--- config.mk ---
export PLATFORM = sky130hd
export DESIGN_NAME = pingpong_sched
export DESIGN_NICKNAME = d
export VERILOG_FILES = /design/src/rtl/pingpong_pkg.sv /design/src/rtl/conv_engine.sv /design/src/rtl/period_ctrl.sv /design/src/rtl/pingpong_sched.sv
export SDC_FILE = /design/constraint.sdc
export NUM_CORES = 1
export LEC_CHECK = 0
export BUFFER_PORTS_ARGS = -buffer_cell sky130_fd_sc_hd__buf_2
export CAP_MARGIN = 30
export CORE_MARGIN = 5
export CORE_UTILIZATION = 60
export DETAILED_ROUTE_END_ITERATION = 8
export GPL_TIMING_DRIVEN = 0
export PLACE_DENSITY = 0.85
export SYNTH_ARGS = -nofsm -noshare
export SYNTH_HDL_FRONTEND = slang
export SYNTH_SLANG_ARGS = --single-unit
--- constraint.sdc ---
create_clock -name clk -period 15.9 [get_ports clk]
set_clock_uncertainty 0.2 [all_clocks]
set_input_delay 1.59 -clock clk [delete_from_list [all_inputs] [get_ports clk]]
set_output_delay 1.59 -clock clk [all_outputs]
set_load 0.03 [all_outputs]
--- src/rtl/pingpong_pkg.sv ---
package pingpong_pkg;
    parameter int CW = 16;
    localparam int LW = CW + 2;

    typedef enum logic [1:0] {
        PH_IDLE  = 2'd0,
        PH_INTEG = 2'd1,
        PH_HOLD  = 2'd2
    } phase_t;

    // length of one conversion cycle: two signals, each convert + reset
    function automatic logic [LW-1:0] cycle_len(input logic [CW-1:0] c,
                                                input logic [CW-1:0] r);
        return LW'(2) * (LW'(c) + LW'(r));
    endfunction

    function automatic logic [LW-1:0] half_len(input logic [CW-1:0] c,
                                               input logic [CW-1:0] r);
        return LW'(c) + LW'(r);
    endfunction
endpackage

--- src/rtl/conv_engine.sv ---
module conv_engine
    import pingpong_pkg::*;
(
    input  logic          clk,
    input  logic          rst,
    input  logic          launch,
    input  logic [CW-1:0] cvt_len,
    input  logic [CW-1:0] rst_len,
    output logic          free,
    output logic          cvt_start,
    output logic          ireset
);
    logic          busy;
    logic [LW-1:0] cc;
    logic [LW-1:0] full;
    logic [LW-1:0] half;
    logic [LW-1:0] pos;
    logic          last;

    assign full = cycle_len(cvt_len, rst_len);
    assign half = half_len(cvt_len, rst_len);
    assign last = busy && (cc == full - LW'(1));
    assign free = !busy || last;

    always_ff @(posedge clk) begin
        if (rst) begin
            busy <= 1'b0;
            cc   <= '0;
        end else if (launch) begin
            busy <= 1'b1;
            cc   <= '0;
        end else if (last) begin
            busy <= 1'b0;
            cc   <= '0;
        end else if (busy) begin
            cc <= cc + LW'(1);
        end
    end

    // position inside the current signal slot
    assign pos       = (cc < half) ? cc : cc - half;
    assign cvt_start = busy && ((cc == '0) || (cc == half));
    assign ireset    = busy && (pos >= LW'(cvt_len));
endmodule

--- src/rtl/period_ctrl.sv ---
module period_ctrl
    import pingpong_pkg::*;
(
    input  logic          clk,
    input  logic          rst,
    input  logic          start,
    input  logic [CW-1:0] int_len,
    input  logic          conv_free,
    output logic          launch,
    output logic          side,
    output logic          integ_en,
    output logic          period_done,
    output logic          noncont
);
    phase_t        ph;
    logic [CW-1:0] ic;
    logic          win_end;

    assign win_end  = (ph == PH_INTEG) && (ic == int_len - CW'(1));
    assign launch   = conv_free && (win_end || (ph == PH_HOLD));
    assign integ_en = (ph == PH_INTEG);

    always_ff @(posedge clk) begin
        if (rst) begin
            ph          <= PH_IDLE;
            ic          <= '0;
            side        <= 1'b0;
            period_done <= 1'b0;
            noncont     <= 1'b0;
        end else begin
            period_done <= launch;
            unique case (ph)
                PH_IDLE: begin
                    if (start) begin
                        ph <= PH_INTEG;
                        ic <= '0;
                    end
                end
                PH_INTEG: begin
                    if (win_end) begin
                        ic <= '0;
                        if (conv_free) begin
                            side    <= ~side;
                            noncont <= 1'b0;
                        end else begin
                            ph      <= PH_HOLD;
                            noncont <= 1'b1;
                        end
                    end else begin
                        ic <= ic + CW'(1);
                    end
                end
                PH_HOLD: begin
                    if (conv_free) begin
                        ph   <= PH_INTEG;
                        side <= ~side;
                        ic   <= '0;
                    end
                end
                default: ph <= PH_IDLE;
            endcase
        end
    end
endmodule

--- src/rtl/pingpong_sched.sv ---
module pingpong_sched
    import pingpong_pkg::*;
(
    input  logic          clk,
    input  logic          rst,
    input  logic          start,
    input  logic [CW-1:0] int_len,
    input  logic [CW-1:0] cvt_len,
    input  logic [CW-1:0] rst_len,
    output logic          side,
    output logic          integ_en,
    output logic          cvt_start,
    output logic          ireset,
    output logic          period_done,
    output logic          noncont
);
    logic launch;
    logic conv_free;

    period_ctrl u_ctrl (
        .clk         (clk),
        .rst         (rst),
        .start       (start),
        .int_len     (int_len),
        .conv_free   (conv_free),
        .launch      (launch),
        .side        (side),
        .integ_en    (integ_en),
        .period_done (period_done),
        .noncont     (noncont)
    );

    conv_engine u_conv (
        .clk       (clk),
        .rst       (rst),
        .launch    (launch),
        .cvt_len   (cvt_len),
        .rst_len   (rst_len),
        .free      (conv_free),
        .cvt_start (cvt_start),
        .ireset    (ireset)
    );
endmodule

==> results.cfg, run 1 <==
[setup_path]
setup.worst_path.class = in2out
crit_top_cell = a21o_1
critPathMaxFanout = 10
end_kind = output pin
required_ns = 14.11
start_kind = input pin
slowest_stage = a211oi_2
critPathMaxStageDelay_ns = 0.46
timing.rr.start = u_conv.cc[5]
startpoint = cvt_len[0]
rr_worst_depth = 11
arrival_ns = 9.17

[clock_tree]
cts.clk_slew.worst_paths_ns = 0.09
root_buffer = clkbuf_8
hold_buffers = 0
cts_resized = 0
cts_tree = done
clock_path_buffers = 2
cts_inserted_buffers = 5
clock_latency_ns = 0.31
cts_setup_buffers = 0
cts_max_level = 2
cts_num_sinks = 40

[synthesis]
yosysWarnings = 0
async_reset_ff_share_pct = 0
yosysUniqueCellTypes = 84
yosysSeqAreaShare_pct = 13.9
syn_avg_cell_area_um2 = 7.48
syn_inst = 772
ys.flop_type = dfxtp_1
synth_nets = 877
synth_edf_count = 0
ys_ff_latch = 40
syn_area_mm2 = 0.00578

[drt]
drt-total-wl_um = 16300
vias = 6207
postRouteAntennaNets = 0
wl_per_cell_um = 16.9
drc_errors = 0
initialDrtViolationCount = 513
dr.pass1.iters = 5
viasPerCell = 6.43

[layout]
final_common_cell = nor2_1
stdcell_area_mm2 = 0.00631
nets = 940
diodes = 0
areaGrowthSynthToFinish_pct = 9.25
drive_gt1_share_pct = 11.8
layoutNonFillerInstCount = 965
layout_common_cells = nor2_1 (66), buf_2 (60), nand2_1 (52), ha_1 (52), inv_1 (47)

[die]
dieArea_mm2 = 0.0117
start_util_pct = 61.9
die_x_um = 108
rows = 35
core-area_mm2 = 0.00933
die_y_um = 108
io_pins = 57

[sta]
slew_headroom_pct = 42.6
fin_crit_sh_pct = 68.9
finalMaxSlewViolations = 0
rsz0062_at_grt = false
period_needed_ns = 10.96
tightest_slew_ns = 0.849
hold_viol = 0
finalSetupTns_ns = 0
setup_viol_count_final = 0
fmax_mhz = 91.3

[global_routing]
grt_overflow_total = 0
grt.total_usage_pct = 27.7
grt_first_pass_wirelength_um = 26900
grt_max_degree = 15
grt_pass1_vias = 5794
antenna_found_initial = 0

[place]
place_congestion = 0.944
dpl_cell_area_mm2 = 0.00622
dp_hpwl_um = 13100
place_inst = 957
io_buffers = 56

[pwr]
power.internal_uw = 189
p_per_area_mw_per_mm2 = 50.4
p_sw_uw = 129
power_frac_comb_pct = 45.3
swShare_pct = 40.6
p_leak_nw = 2.64
clkPwrFrac_pct = 22.9
finalPower_uw = 318
seqPwrFrac_pct = 31.8
vdd_drop_max_uv = 37.3

[hold_path]
holdPathStages = 2
hp-class = reg2reg
min_from = u_ctrl.side

[status]
status = completed

[job]
drv_cap = 0
[final timing paths]
path | end | slack [ns]
max reg2reg | u_conv.cc[0] | 12.00
min | u_ctrl.side | 0.31
max | ireset | 4.94
min reg2reg | u_ctrl.side | 0.31
[per-layer routing]
metal | track usage [%] | vias to the layer above | share of wire [%]
li1 | - | 3006 | -
met4 | 9.56 | 0 | 2.6
met5 | 0 | - | 0
met1 | 36.6 | 2906 | 44
met3 | 3.10 | 44 | 6.1
met2 | 46.8 | 251 | 47
[final cells by class]
| cell class | count | area [um2] |
|---|---|---|
| tap | 129 | 161 |
| multi-input combinational | 646 | 4630 |
| sequential | 40 | 801 |
| buffer | 38 | 163 |
| clock inverter | 3 | 23.8 |
| fill | 792 | 3020 |
| inverter | 48 | 180 |
| timing repair buffer | 56 | 280 |
| clock buffer | 5 | 68.8 |
[power by group through the flow]
stage / Sequential, mW / Clock, mW / Combinational [mW]
2_1_floorplan: 0.103 / 0 / 0.106
3_3_place_gp: 0.104 / 0 / 0.135
3_5_place_dp: 0.104 / 0 / 0.141
4_1_cts: 0.101 / 0.0730 / 0.141
5_1_grt: 0.101 / 0.0764 / 0.158
6_report: 0.101 / 0.0728 / 0.144
[cells in the mapped netlist (14+ instances only)]
master     number  area share [%]
a21o_1         19             2.5
a21oi_1        38             3.3
and3_1         16             1.7
clkbuf_1       31             2.0
dfxtp_1        40              14
ha_1           52              11
inv_1          47             3.1
nand2_1        52             3.4
nand3_1        40             3.5
nand4_1        23             2.5
nor2_1         66             4.3
nor3_1         20             1.7
nor4_1         14             1.5
o2111ai_1      16             2.4
o21ai_0        21             1.8
xnor2_1        43             6.5
xor2_1         33             5.0
[through the flow]
stage | worst slack [ns] | hold WS [ns] | util (%)
finish | 4.94 | 0.307 | 67.7
global route | 4.63 | 0.356 | 67.7
CTS | 5.02 | 0.304 | 67.7
detailed placement | 5.09 | 0.291 | 66.7
global placement | 5.26 | 0.267 | 66.7
floorplan | 6.46 | 0.281 | -
[cells by family (layout without fill, tap and decap cells)]
family | count (synthesis) | count (layout) | share of synthesized area [%]
AOI/OAI and AO/OA | 192 | 192 | 24.6
xor gates and xnor gates | 80 | 80 | 12.9
adders and majority gates | 55 | 55 | 12.1
buffers and inverters | 86 | 150 | 5.93
DFF | 40 | 40 | 13.9
muxes | 15 | 15 | 2.66
and+or+nand+nor | 304 | 304 | 28.0
[critical path, delay by kind of cell]
family	cells	cell delay, ns
buffers and inverters	4	0.96
adder cells (fa/ha/maj)	4	1.33
AO/OA/AOI/OAI	18	4.84
AND/OR/NAND/NOR	3	0.43
[sequential cells by signal (all words and copies together) (netlist names)]
register and cells:
u_ctrl.period_done 1, u_ctrl.side 1, u_conv.cc 18, u_ctrl.ph 2, u_conv.busy 1, u_ctrl.ic 16
u_ctrl.noncont 1
(Power assumes the default switching activity.)
==> run 2, diff against run 1 <==
CORE_UTILIZATION = 56   (was 60)
PLACE_DENSITY = 0.83   (was 0.85)
clock period = 8.8 ns   (was 15.9 ns; I/O delays follow)
==> run 2 against run 1 <==
Global-route usage is 3.9 points lower. Utilization down 4.7 points. Critical path type unchanged. Via count down 3.3%. Largest power group unchanged.
==> results.cfg, run 2 (synthesis gave the netlist of run 1 again) <==
[sta]
holdWs_ns = 0.303
tightest_slew_ns = 0.781
setup_viol_count_final = 0
period_needed_ns = 8.55
final.setup.worst_slack_ns = 0.249
slew_headroom_pct = 47.2
hold_viol = 0
fin_crit_sh_pct = 97.2
fmax_mhz = 117
finalMaxSlewViolations = 0

[drt]
postRouteAntennaNets = 0
vias = 6000
drc_errors = 0
initialDrtViolationCount = 380
drt-total-wl_um = 15100
dr.pass1.iters = 5
wl_per_cell_um = 15.5
viasPerCell = 6.15

[setup_path]
timing.rr.start = u_conv.cc[5]
rr_worst_depth = 11
regToRegEndpoint = u_conv.cc[2]
start_kind = input pin
setup.worst_path.class = in2out
arrival_ns = 7.47
end_kind = output pin
critPathMaxStageDelay_ns = 0.47
crit_top_cell = a21o_1
critPathMaxFanout = 10
required_ns = 7.72
ff2ff_setup_slack_ns = 4.95
slowest_stage = a2111o_1

[hold_path]
min_from = u_ctrl.side
hp-class = reg2reg
holdPathStages = 2
min_to = u_ctrl.side

[clock_tree]
clock_path_buffers = 2
cts.clk_slew.worst_paths_ns = 0.07
cts_max_level = 2
cts_num_sinks = 40
cts_tree = done
clock_latency_ns = 0.30
cts_inserted_buffers = 5
root_buffer = clkbuf_8
hold_buffers = 0

[global_routing]
grt.total_usage_pct = 23.8
grt_pass1_vias = 5684
grt_first_pass_wirelength_um = 25600
grt_overflow_total = 0
antenna_found_initial = 0
grt_max_degree = 13

[layout]
areaGrowthSynthToFinish_pct = 10.9
nFillCells = 948
largest_reg_flops = 18
drive_gt1_share_pct = 13.1
largest-register = u_conv.cc
diodes = 0
layout_common_cells = nor2_1 (66), buf_2 (60), nand2_1 (52), ha_1 (51), inv_1 (47)
final_common_cell = nor2_1
reg_top3 = u_conv.cc (18), u_ctrl.ic (16), u_ctrl.ph (2)
nets = 943

[place]
dp_hpwl_um = 12000
preCtsSetupSlack_ns = -0.338
place_congestion = 0.909
io_buffers = 56

[pwr]
clkPwrFrac_pct = 25.2
p_sw_uw = 218
vdd_drop_max_uv = 144
seqPwrFrac_pct = 31.0
finalPower_uw = 590
p_leak_nw = 2.68
swShare_pct = 37.0
p_per_area_mw_per_mm2 = 92.1
power.internal_uw = 372
power_frac_comb_pct = 43.8

[die]
start_util_pct = 56.7
die_y_um = 112
rows = 37
io_pins = 57
core-area_mm2 = 0.0102
dieArea_mm2 = 0.0124
die_x_um = 112

[status]
status = completed

[job]
drv_cap = 0
## run 2: changes by cell type in the layout (fill, tap and decap cells not counted), moves of 2 or more
| cell | delta |
|---|---|
| buf_4 | +5 |
| clkinvlp_4 | -2 |
| o21ai_0 | -2 |
| clkbuf_1 | -2 |
| o21ai_1 | +2 |
## run 2: how the worst max path moves through the flow
| stage | startpoint | end | slack [ns] |
|---|---|---|---|
| finish | cvt_len[0] | ireset | 0.25 |
| global route | cvt_len[0] | ireset | -0.005 |
| CTS | cvt_len[0] | ireset | 0.02 |
| detailed placement | cvt_len[0] | ireset | -0.34 |
| global placement | cvt_len[0] | ireset | -0.31 |
| floorplan | cvt_len[0] | ireset | 0.78 |
## run 2: through the flow
| stage | TNS [ns] | instances | cell area (um2) | util, % |
|---|---|---|---|---|
| 6_report | 0 | 975 | 6410 | 62.9 |
| 3_5_place_dp | -0.338 | 964 | 6230 | 61.2 |
| 2_1_floorplan | 0 | 772 | 5780 | - |
| 5_1_grt | -0.00521 | 975 | 6410 | 62.9 |
| 4_1_cts | 0 | 974 | 6360 | 62.5 |
| 3_3_place_gp | -0.308 | 964 | 6230 | 61.2 |
## run 2: power groups by stage
stage | Sequential (mW) | Clock [mW] | Combinational, mW
2_1_floorplan | 0.187 | 0 | 0.192
3_3_place_gp | 0.187 | 0 | 0.244
3_5_place_dp | 0.187 | 0 | 0.249
4_1_cts | 0.183 | 0.151 | 0.252
5_1_grt | 0.183 | 0.157 | 0.286
6_report | 0.183 | 0.149 | 0.258
## run 2: final cells by class
type,count,area (um2),area share (%)
clock buffers,6,72.6,1.13
inverters,48,180,2.81
clock inverters,2,35.0,0.547
well taps,136,170,2.66
plain buffers,38,174,2.71
flip-flops and latches,40,801,12.5
repair buffers,59,303,4.72
multi-input cells,646,4670,72.9
## run 2: critical path, delay by kind of cell
| kind | cells | cell delay, ns |
|---|---|---|
| and+or+nand+nor | 3 | 0.63 |
| buffers and inverters | 5 | 0.80 |
| AOI/OAI and AO/OA | 17 | 4.10 |
| adders and majority gates | 4 | 1.08 |
## run 2: repair_timing
action	4_1_cts	5_1_grt
buffers inserted	2	1
resized for setup	7	12
pin swaps	2	5
setup endpoints to repair	1	1
## run 2: metal layers
metal | vias up | track usage, % | share of wire (%)
met5 | - | 0 | 0
met4 | 0 | 6.97 | 2.1
met3 | 32 | 2.72 | 4.2
met2 | 186 | 43.9 | 50
met1 | 2764 | 28.9 | 43
li1 | 3018 | - | -
